### config.mk
export PLATFORM = sky130hd
export DESIGN_NAME = out_port_arbiter
export DESIGN_NICKNAME = d
export VERILOG_FILES = /design/src/rtl/arb_pkg.sv /design/src/rtl/rr_pick.sv /design/src/rtl/arb_lock.sv /design/src/rtl/group_select.sv /design/src/rtl/out_port_arbiter.sv
export SDC_FILE = /design/constraint.sdc
export NUM_CORES = 1
export LEC_CHECK = 0
export BUFFER_PORTS_ARGS = -buffer_cell sky130_fd_sc_hd__buf_2
export CAP_MARGIN = 40
export CELL_PAD_IN_SITES_DETAIL_PLACEMENT = 1
export CELL_PAD_IN_SITES_GLOBAL_PLACEMENT = 1
export CORE_ASPECT_RATIO = 2
export CORE_MARGIN = 2
export CORE_UTILIZATION = 37
export CTS_CLUSTER_SIZE = 16
export DETAILED_ROUTE_END_ITERATION = 8
export GPL_ROUTABILITY_DRIVEN = 1
export PLACE_DENSITY = 0.89
export SLEW_MARGIN = 40
export SYNTH_ARGS = -nofsm -noshare
export SYNTH_HDL_FRONTEND = slang
export SYNTH_SLANG_ARGS = --single-unit
### constraint.sdc
create_clock -name clk -period 2.8 [get_ports clk]
set_input_delay 0.56 -clock clk [delete_from_list [all_inputs] [get_ports clk]]
set_output_delay 0.56 -clock clk [all_outputs]
set_load 0.005 [all_outputs]
### src/rtl/arb_pkg.sv
package arb_pkg;
  typedef enum logic {LVL_LO = 1'b0, LVL_HI = 1'b1} lvl_e;
  typedef enum logic {ST_IDLE = 1'b0, ST_LOCK = 1'b1} lock_e;
endpackage

### src/rtl/rr_pick.sv
module rr_pick #(
  parameter int N  = 4,
  parameter int IW = (N > 1) ? $clog2(N) : 1
) (
  input  logic [N-1:0]  req_i,
  input  logic [IW-1:0] ptr_i,
  output logic [N-1:0]  gnt_o,
  output logic          any_o
);
  // first requester at or above ptr_i, wrapping round
  always_comb begin
    int  idx;
    logic found;
    gnt_o = '0;
    found = 1'b0;
    for (int k = 0; k < N; k++) begin
      idx = int'(ptr_i) + k;
      if (idx >= N) idx = idx - N;
      if (!found && req_i[idx]) begin
        gnt_o[idx] = 1'b1;
        found      = 1'b1;
      end
    end
  end

  assign any_o = |req_i;
endmodule

### src/rtl/arb_lock.sv
module arb_lock
  import arb_pkg::*;
#(
  parameter int NSRC = 4,
  parameter int IW   = (NSRC > 1) ? $clog2(NSRC) : 1
) (
  input  logic            clk,
  input  logic            rst_n,
  input  logic [NSRC-1:0] req_i,
  input  logic [NSRC-1:0] hipri_i,
  input  logic [NSRC-1:0] eop_i,
  output logic [NSRC-1:0] grant_o,
  output logic            busy_o
);
  localparam int NLVL = 2;

  logic [NLVL-1:0][NSRC-1:0] lvl_req, lvl_gnt;
  logic [NLVL-1:0]           lvl_any;
  logic [NLVL-1:0][IW-1:0]   ptr_q, ptr_d;
  logic [NSRC-1:0]           grant_q, grant_d, pick;
  lock_e                     st_q, st_d;
  lvl_e                      win_lvl;
  logic                      load, release_now, en_state;
  logic [IW-1:0]             nidx;

  assign lvl_req[LVL_LO] = req_i & ~hipri_i;
  assign lvl_req[LVL_HI] = req_i &  hipri_i;

  generate
    for (genvar L = 0; L < NLVL; L++) begin : g_lvl
      rr_pick #(.N(NSRC), .IW(IW)) u_pick (
        .req_i (lvl_req[L]),
        .ptr_i (ptr_q[L]),
        .gnt_o (lvl_gnt[L]),
        .any_o (lvl_any[L])
      );
    end
  endgenerate

  assign win_lvl     = lvl_any[LVL_HI] ? LVL_HI : LVL_LO;
  assign pick        = lvl_gnt[win_lvl];
  assign load        = (st_q == ST_IDLE) && (|lvl_any);
  assign release_now = (st_q == ST_LOCK) && (|(eop_i & grant_q));
  assign en_state    = load | release_now;

  // index one above the picked source, wrapping
  always_comb begin
    nidx = '0;
    for (int i = 0; i < NSRC; i++) begin
      if (pick[i]) nidx = (i == NSRC - 1) ? '0 : IW'(i + 1);
    end
  end

  always_comb begin
    st_d    = st_q;
    grant_d = grant_q;
    ptr_d   = ptr_q;
    if (load) begin
      st_d           = ST_LOCK;
      grant_d        = pick;
      ptr_d[win_lvl] = nidx;
    end else if (release_now) begin
      st_d    = ST_IDLE;
      grant_d = '0;
    end
  end

  always_ff @(posedge clk or negedge rst_n) begin
    if (!rst_n) begin
      st_q    <= ST_IDLE;
      grant_q <= '0;
    end else if (en_state) begin
      st_q    <= st_d;
      grant_q <= grant_d;
    end
  end

  always_ff @(posedge clk or negedge rst_n) begin
    if (!rst_n) begin
      ptr_q <= '0;
    end else if (load) begin
      ptr_q <= ptr_d;
    end
  end

  assign grant_o = grant_q;
  assign busy_o  = (st_q == ST_LOCK);
endmodule

### src/rtl/group_select.sv
module group_select #(
  parameter int NOUT = 4
) (
  input  logic [NOUT-1:0] cand_mask_i,
  input  logic [NOUT-1:0] out_busy_i,
  output logic [NOUT-1:0] sel_port_o,
  output logic            sel_valid_o
);
  logic [NOUT-1:0] free;

  assign free        = cand_mask_i & ~out_busy_i;
  assign sel_port_o  = free & (~free + NOUT'(1));
  assign sel_valid_o = |free;
endmodule

### src/rtl/out_port_arbiter.sv
module out_port_arbiter #(
  parameter int NSRC = 4,
  parameter int NOUT = 4
) (
  input  logic            clk,
  input  logic            rst_n,
  input  logic [NSRC-1:0] req_i,
  input  logic [NSRC-1:0] hipri_i,
  input  logic [NSRC-1:0] eop_i,
  output logic [NSRC-1:0] grant_o,
  output logic            busy_o,
  input  logic [NOUT-1:0] cand_mask_i,
  input  logic [NOUT-1:0] out_busy_i,
  output logic [NOUT-1:0] sel_port_o,
  output logic            sel_valid_o
);
  arb_lock #(.NSRC(NSRC)) u_lock (
    .clk     (clk),
    .rst_n   (rst_n),
    .req_i   (req_i),
    .hipri_i (hipri_i),
    .eop_i   (eop_i),
    .grant_o (grant_o),
    .busy_o  (busy_o)
  );

  group_select #(.NOUT(NOUT)) u_gsel (
    .cand_mask_i (cand_mask_i),
    .out_busy_i  (out_busy_i),
    .sel_port_o  (sel_port_o),
    .sel_valid_o (sel_valid_o)
  );
endmodule

==> run metrics, run 1 <==
CTS tree=yes; Core Region=3650 um2; area of the multi-input gates=1150 um2; Max-Cap Viols=0; post-synthesis sequential area ratio=16.0%; Data required, critical path=2.89 ns; I/O Buffers=31; status=completed; Post-CTS Hold Fix Bufs=0; ranking of synthesized cells by area=dfrtp_1 (16%), ha_1 (12%), nand2_1 (5.1%); DIE AREA=4350 um2; CP max FO=5; GRT Util Overall=21.4%; number of global-route vias before repair=1,603; Final Non-Filler Cells=251; largest net degree at the start of global routing=13; measured slew at the worst slew-check pin=0.563 ns; #FFs+latches synth=9; Place WS=0.0117 ns; Slew Viols, Final=0; Max Freq=376 MHz; Die H=91.3 um; ant diodes=0; Iteration-0 DRC Markers=30; clk slew on worst S/H paths=0.04 ns; initial core utilization=38.7%; GRT overflow=0; area leader, netlist=dfrtp_1; worst-case clock buffer depth=2; Cells after Synth=156; TNS Setup=0 ns; number of CTS-inserted buffers=3; top_reg_cell synth=dfrtp_1; Worst Setup Path Type=flop to flop; # IOs=32; Final GP Congestion=0.898; wire length of the first global-routing pass=7.01 mm; LEAKAGE=0.797 nW; Filler cells=488; Post-Route WL=4.46 mm; row count=31; Yosys top cell area share=16.0%; Max VDD drop=0.000503 V; DP HPWL=3.63 mm; Mapped Area=1410 um2; DR vias/cell=5.87; nets=239; placed instance count=245; hold_ws=0.173 ns; via count=1,473; startpoint class of the critical path=flop; fraction of layout cells with a size suffix above 1=36.1%; period utilisation layout=94.9%; Setup WS post-layout=0.142 ns; endpoints failing hold=0; initial antenna violation count=0; drt pass-1 iters=4; wire per inst=17.7 um; Synth warnings=0; Pwr Density=851 nW/um2; most instantiated cells after synthesis=nand2_1 (19), ha_1 (14), nand3_1 (12), dfrtp_1 (9); Netlist cell types=53; CP Capture Type=flop; crit path time final=2.66 ns; unrepaired setup endpoints after global routing=false; sequential cell area=225 um2; Async SR Flop Fraction=100%; root buf cell=clkbuf_8; Worst Skew=0.00185 ns; area delta synth->final=24.3%; cell with the most instances after synthesis=nand2_1; Final ANT Viol Nets=0; TritonCTS Sinks=9; CP Data Arrival Time=2.75 ns; relative slew slack=62.4%; total power=0.00149 W; H-tree depth=1; Mean Syn Cell Area=9.04 um2; syn nets=192; Final setup viols=0; Post-synth EDFFs=0; Worst Hold Class=input pin to asynchronous set/reset pin; chip width=47.7 um; worst-skew pair later-pin latency=0.23 ns; DRC viols=0
[metal layers]
metal  up-vias  global-route usage (%)  routed length [um]
met2        41                    42.8                2720
met1       727                    20.6                1540
li1        699                       -                   -
met3         6                    1.99                 120
met4         0                    5.18                  71
met5         -                       0                   0
[through the flow]
| stage | area (um2) | utilization [%] |
|---|---|---|
| 2_1_floorplan | 1410 | - |
| 3_3_place_gp | 1680 | 46.2 |
| 3_5_place_dp | 1680 | 46.2 |
| 4_1_cts | 1730 | 47.4 |
| 5_1_grt | 1750 | 48.1 |
| 6_report | 1750 | 48.1 |
[critical path: stages (launching register included)]
cell and delay [ns]:
dfrtp_1 0.35, inv_1 0.06, ha_1 0.33, buf_4 0.17, mux4_2 0.32, nor2b_4 0.16, a221o_1 0.30, a211oi_1 0.44
a21oi_4 0.06, a21oi_2 0.23, o41ai_2 0.10
[cell usage in the layout (no fill, tap or decap), types with 3 or more instances in the layout]
master,instances
buf_2,31
nand2_1,19
ha_1,14
buf_4,14
nand3_1,12
dfrtp_1,9
nand2b_1,7
a21oi_1,6
a22oi_1,6
inv_1,4
nor2_1,4
nor2b_4,4
a22o_1,4
nor2b_1,3
nand3b_1,3
a21o_1,3
a21oi_2,3
nor3_1,3
or3_1,3
a221oi_1,3
clkbuf_8,3
[registers in the layout, summed over array words and instances, names as in the netlist]
signal and cells:
u_lock.busy_o 1, u_lock.ptr_q 4, u_lock.grant_o 4
[path summary, 6_finish.rpt]
| check | start | end | slack (ns) | cells after the start |
|---|---|---|---|---|
| min reg2reg | u_lock.grant_o[3] | u_lock.grant_o[3] | 0.52 | 1 |
| max in group asynchronous | rst_n | u_lock.ptr_q[3] | 2.45 | 1 |
| min | rst_n | u_lock.grant_o[1] | 0.17 | 1 |
| max reg2reg | u_lock.ptr_q[0] | u_lock.ptr_q[2] | 0.14 | 10 |
| min in group clk | u_lock.grant_o[3] | u_lock.grant_o[3] | 0.52 | 1 |
| max | u_lock.ptr_q[0] | u_lock.ptr_q[2] | 0.14 | 10 |
[cell type report]
cell class	instances	area share, %
timing repair buffer	45	14.8
sequential	9	12.8
tap	49	3.50
multi-input combinational	140	65.4
clock buffer	4	2.57
inverter	4	0.857
[cell families (layout without fill, tap and decap cells)]
group / Yosys count / after routing / share of synthesized area (%)
AOI/OAI and AO/OA: 55 / 55 / 34.3
adders and majority gates: 14 / 14 / 12.4
buffers and inverters: 7 / 53 / 3.37
DFF: 9 / 9 / 16.0
muxes: 5 / 5 / 6.48
and+or+nand+nor: 66 / 66 / 27.4
[report_power, final]
part	total, W	switching (W)	internal, W
logic	0.00111	0.000617	0.000490
clock network	0.000149	0.0000496	0.0000991
registers	0.000237	0.0000527	0.000184
[repair_timing]
| action | in CTS | in global routing |
|---|---|---|
| resized for setup | 0 | 2 |
| hold endpoints to repair | 0 | 0 |
| setup buffers | 0 | 2 |
| endpoints found under the setup margin | 0 | 1 |
No activity file was read; power rests on OpenSTA's default activity.
==> inputs of run 2 (changes only) <==
--- a/config.mk
+++ b/config.mk
@@ -11,12 +11,13 @@
 export CELL_PAD_IN_SITES_GLOBAL_PLACEMENT = 1
 export CORE_ASPECT_RATIO = 2
 export CORE_MARGIN = 2
-export CORE_UTILIZATION = 37
+export CORE_UTILIZATION = 36
 export CTS_CLUSTER_SIZE = 16
 export DETAILED_ROUTE_END_ITERATION = 8
 export GPL_ROUTABILITY_DRIVEN = 1
-export PLACE_DENSITY = 0.89
-export SLEW_MARGIN = 40
+export PLACE_DENSITY = 0.87
+export SLEW_MARGIN = 10
 export SYNTH_ARGS = -nofsm -noshare
 export SYNTH_HDL_FRONTEND = slang
+export SYNTH_HIERARCHICAL = 1
 export SYNTH_SLANG_ARGS = --single-unit
==> run 2 against run 1 <==
Final cell count is 9.6% lower. Highest routed layer unchanged. Clock power hardly changed. First-iteration DRC count decreased by 57%. Routed wire length is 20% lower. Critical path depth decreased by 2. Total power down 8.8%. Critical path type unchanged. Worst setup slack improved by 0.27 ns.
==> run metrics, run 2 <==
status=completed; relative slew slack=73.1%; Max-Cap Viols=0; endpoints failing hold=0; DP HPWL=3.06 mm; Die H=89.5 um; Post-CTS Hold Fix Bufs=0; Synth warnings=6; hold_ws=0.175 ns; worst-skew pair later-pin latency=0.23 ns; Final ANT Viol Nets=0; cell with the most instances after synthesis=nand2_1; # IOs=32; initial antenna violation count=0; CP Data Arrival Time=2.49 ns; LEAKAGE=0.709 nW; Layout Utilization=44.6%; worst-case clock buffer depth=2; drt pass-1 iters=4; TNS Setup=0 ns; I/O Buffers=31; chip width=46.8 um; Slew Viols, Final=0; ranking of synthesized cells by area=dfrtp_1 (17%), ha_1 (15%), mux4_2 (8.6%); top_reg_cell synth=dfrtp_1; Data required, critical path=2.90 ns; Reg-to-Reg End=u_lock/ptr_q[2]; startpoint class of the critical path=flop; commonest non-fill, non-tap cell in the layout=buf_2; Netlist cell types=35; #FFs+latches synth=9; TritonCTS Sinks=9; wire per inst=15.8 um; buffer count from post-CTS setup fixing=0; nets=217; most instantiated cells after synthesis=nand2_1 (20), ha_1 (16), inv_1 (13), dfrtp_1 (9), a21oi_1 (7); worst r2r path cells=8; period utilisation layout=85.3%; unrepaired setup endpoints after global routing=false; Worst Skew=0.00346 ns; Max Freq=418 MHz; Mean Syn Cell Area=9.34 um2; fraction of layout cells with a size suffix above 1=28.7%; CTS tree=yes; Async SR Flop Fraction=100%; Cells after Synth=141; crit path time final=2.39 ns; clk slew on worst S/H paths=0.05 ns; Post-Route WL=3.58 mm; Worst Setup Path Type=flop to flop; Filler cells=451; Core Region=3570 um2; initial core utilization=36.9%; r2r setup slk=0.41 ns; row count=31; Worst Hold Class=input pin to asynchronous set/reset pin; Post-synth EDFFs=0; Mapped Area=1320 um2; H-tree depth=1; CP max FO=10; Final setup viols=0; DRC viols=0; Pwr Density=855 nW/um2; largest net degree at the start of global routing=12; DR vias/cell=5.41; GRT Util Overall=18.4%; most frequent cells in the layout=buf_2 (31), nand2_1 (20), ha_1 (16); number of global-route vias before repair=1,241; Iteration-0 DRC Markers=13; Setup WS post-layout=0.410 ns; syn nets=179; number of CTS-inserted buffers=3; CP Capture Type=flop; root buf cell=clkbuf_8; measured slew at the worst slew-check pin=0.403 ns; sequential cell area=225 um2; area delta synth->final=20.9%; wire length of the first global-routing pass=5.58 mm; ant diodes=0; post-cts repair resize count=0; area leader, netlist=dfrtp_1; Yosys top cell area share=17.1%; Final GP Congestion=0.819; Place WS=0.180 ns; r2r startpoint=u_lock/ptr_q[2]; area of the multi-input gates=1020 um2; Max VDD drop=0.000408 V; GRT overflow=0; DIE AREA=4190 um2; via count=1,229; post-synthesis sequential area ratio=17.1%
## run 2: how the worst max path moves through the flow
stage                               start           endpoint  slack (ns)  cells after the start
after global placement           req_i[3]  u_lock/grant_o[2]        0.26                      8
final                     u_lock/ptr_q[2]    u_lock/ptr_q[2]        0.41                      8
after floorplan           u_lock/ptr_q[0]  u_lock/grant_o[3]        0.54                      8
after CTS                 u_lock/ptr_q[2]    u_lock/ptr_q[2]        0.39                      8
after global routing      u_lock/ptr_q[2]    u_lock/ptr_q[2]        0.27                      8
after detailed placement       hipri_i[1]    u_lock/ptr_q[2]        0.18                      9
## run 2: layer usage
layer / share of wire [%] / wire length [um] / track usage [%] / up-vias
met2: 60 / 2150 / 35.7 / 24
met1: 36 / 1280 / 17.8 / 602
li1: - / - / - / 599
met4: 1.4 / 51 / 6.82 / 0
met3: 2.7 / 96 / 3.43 / 4
met5: 0 / 0 / 0 / -
## run 2: area by class of cell
type	count	share of cell area, %
multi-input combinational	116	64.0
tap	49	3.85
clock buffer	4	2.83
inverter	13	3.07
timing repair buffer	36	12.1
sequential	9	14.2
## run 2: logic make-up (layout without fill, tap and decap cells)
logic type               Yosys count  count (layout)  synth area share, %
flip-flops                         9               9                 17.1
AND/OR/NAND/NOR                   52              52                 25.0
adder cells (fa/ha/maj)           16              16                 15.2
multiplexers                      10              10                 16.1
AO/OA/AOI/OAI                     38              38                 21.1
buffers and inverters             16              53                 5.51
## run 2: report_power, final
part / internal (W) / switching, W
sequential: 0.000186 / 0.0000678
combinational: 0.000426 / 0.000529
clock: 0.0000993 / 0.0000529
total: 0.000711 / 0.000650
## run 2: critical path: stages, from the launching register on
cell	delay, ns
dfrtp_1	0.41
buf_4	0.20
mux4_2	0.64
nor4b_4	0.44
nand2_1	0.10
o211ai_1	0.17
inv_1	0.08
a21oi_1	0.15
o31ai_1	0.07
## run 2: metrics by stage
stage	std cells	total power, W	instance area [um2]
2_1_floorplan	141	0.000923	1320
3_3_place_gp	223	0.00117	1550
3_5_place_dp	223	0.00121	1550
4_1_cts	227	0.00138	1590
5_1_grt	227	0.00148	1590
6_report	227	0.00136	1590
==> inputs of run 3 (changes only) <==
--- a/config.mk
+++ b/config.mk
@@ -15,9 +15,10 @@
 export CTS_CLUSTER_SIZE = 16
 export DETAILED_ROUTE_END_ITERATION = 8
 export GPL_ROUTABILITY_DRIVEN = 1
-export PLACE_DENSITY = 0.87
+export PLACE_DENSITY = 0.82
 export SLEW_MARGIN = 10
 export SYNTH_ARGS = -nofsm -noshare
 export SYNTH_HDL_FRONTEND = slang
 export SYNTH_HIERARCHICAL = 1
 export SYNTH_SLANG_ARGS = --single-unit
+export TNS_END_PERCENT = 10
==> run 3 against run 2 <==
Global-route usage grew 1.8 points. Flip-flop and latch count stayed put. Utilization fell by 0.39 points. Sequential power is 3% higher. Register-to-register slack got worse by 0.11 ns. Worst hold slack worse by 0.0049 ns. First-iteration DRC count grew 130%. Clock power is essentially flat. Via count rose by 4.5%. Sequential share of layout area up 0.20 points. Critical path depth did not move. Maximum frequency down 4.3%. Critical path type unchanged.
==> run metrics, run 3 (synthesized netlist as in run 2, its figures left out) <==
status=completed; chip width=46.8 um; r2r setup slk=0.30 ns; worst-case clock buffer depth=2; Final setup viols=0; endpoints failing hold=0; Pwr Density=870 nW/um2; initial antenna violation count=0; post-cts repair resize count=0; number of CTS-inserted buffers=3; NetSw=0.000675 W; DR vias/cell=5.71; placed instance count=221; worst r2r path cells=8; clk slew on worst S/H paths=0.05 ns; root buf cell=clkbuf_8; ant diodes=0; beginning of the critical path=u_lock/ptr_q[2]; Iteration-0 DRC Markers=30; area of the multi-input gates=1020 um2; TritonCTS Sinks=9; initial core utilization=36.9%; relative slew slack=73.5%; Max VDD drop=0.000469 V; Post-Route WL=3.87 mm; largest net degree at the start of global routing=12; worst-skew pair later-pin latency=0.24 ns; sequential cell area=226 um2; Max-Cap Viols=0; Post-CTS Hold Fix Bufs=0; period utilisation layout=89.2%; row count=31; crit-path cells=inv_1 -> ha_1 -> mux4_2 -> nor4b_4 -> nand2_1 -> o211ai_1 -> o22ai_1 -> a211oi_1; drt pass-1 iters=4; buffer count from post-CTS setup fixing=0; startpoint class of the critical path=flop; Slew Viols, Final=0; Worst Skew=0.00266 ns; Logic pwr share=69.7%; H-tree depth=1; Final GP Congestion=0.908; most frequent cells in the layout=buf_2 (31), nand2_1 (20), ha_1 (16); share of power burned in registers=19.0%; Data required, critical path=2.94 ns; Pint=0.000698 W; Reg-to-Reg End=u_lock/grant_o[1]; measured slew at the worst slew-check pin=0.393 ns; CP Capture Type=flop; Worst Setup Path Type=flop to flop; max incr delay on CP=0.49 ns; commonest non-fill, non-tap cell in the layout=buf_2; critical path endpoint=u_lock/grant_o[1]; Worst Hold Class=input pin to asynchronous set/reset pin; GRT Util Overall=20.1%; Clock power frac=11.3%; DP HPWL=3.21 mm; slowest library cell on the worst path=dfrtp_2; LEAKAGE=0.698 nW; Core Region=3570 um2; TNS Setup=0 ns; number of global-route vias before repair=1,308; Final ANT Viol Nets=0; Max Freq=400 MHz; DIE AREA=4190 um2; crit path time final=2.50 ns; CP max FO=10; DRC viols=0; nets=215; GRT overflow=0; Final Non-Filler Cells=225; unrepaired setup endpoints after global routing=false; wire per inst=17.2 um; # IOs=32; CTS tree=yes; Filler cells=456; Die H=89.5 um; sw frac=49.2%; hold_ws=0.170 ns; r2r startpoint=u_lock/ptr_q[2]; fraction of layout cells with a size suffix above 1=28.4%; via count=1,284; I/O Buffers=31; area delta synth->final=19.9%; CP Data Arrival Time=2.64 ns; wire length of the first global-routing pass=6.02 mm
run 3: cell types whose count changed in the layout (fill, tap and decap cells not counted):
cell	change
dfrtp_1	-1
dfrtp_2	+1
buf_4	-2
run 3: worst min path at each step:
stage / start / to / slack, ns / cells after the start
finish: rst_n / u_lock/busy_o / 0.17 / 1
global route: rst_n / u_lock/grant_o[2] / 0.18 / 1
detailed placement: rst_n / u_lock/busy_o / 0.43 / 1
global placement: rst_n / u_lock/busy_o / 0.42 / 1
CTS: rst_n / u_lock/busy_o / 0.17 / 1
floorplan: rst_n / u_lock/busy_o / 0.26 / 0
run 3: worst max-delay path: cells and delay by family, from the launching register on:
kind | cells | cell delay [ns]
flops | 1 | 0.49
buf+inv | 1 | 0.13
mux | 1 | 0.38
compound gates | 3 | 0.56
fa+ha+maj | 1 | 0.35
simple gates | 2 | 0.48
run 3: per-layer routing:
metal	GRT usage, %	vias up	part of all wire, %
li1	-	597	-
met1	16.0	651	31
met2	42.0	27	66
met3	1.21	9	0.91
met4	11.9	0	2.3
met5	0	-	0
run 3: layout make-up:
type | instances | area share, %
multi-input cells | 116 | 64.6
flip-flops and latches | 9 | 14.4
repair buffers | 34 | 11.3
well taps | 49 | 3.89
inverters | 13 | 3.09
clock buffers | 4 | 2.85
run 3: through the flow:
stage / area (um2) / utilization, % / setup slack, ns / power [W]
after CTS: 1580 / 44.2 / 0.140 / 0.00137
after floorplan: 1320 / - / 0.538 / 0.000923
after global routing: 1580 / 44.2 / 0.0809 / 0.00148
after detailed placement: 1530 / 42.9 / 0.141 / 0.00120
final: 1580 / 44.2 / 0.303 / 0.00137
after global placement: 1530 / 42.9 / 0.240 / 0.00115
run 3: power groups by stage:
stage	Combinational (W)	Sequential, W	Clock, W
3_5_place_dp	0.000939	0.000259	0
2_1_floorplan	0.000649	0.000275	0
3_3_place_gp	0.000890	0.000256	0
6_report	0.000957	0.000261	0.000155
5_1_grt	0.00104	0.000270	0.000166
4_1_cts	0.000949	0.000259	0.000159
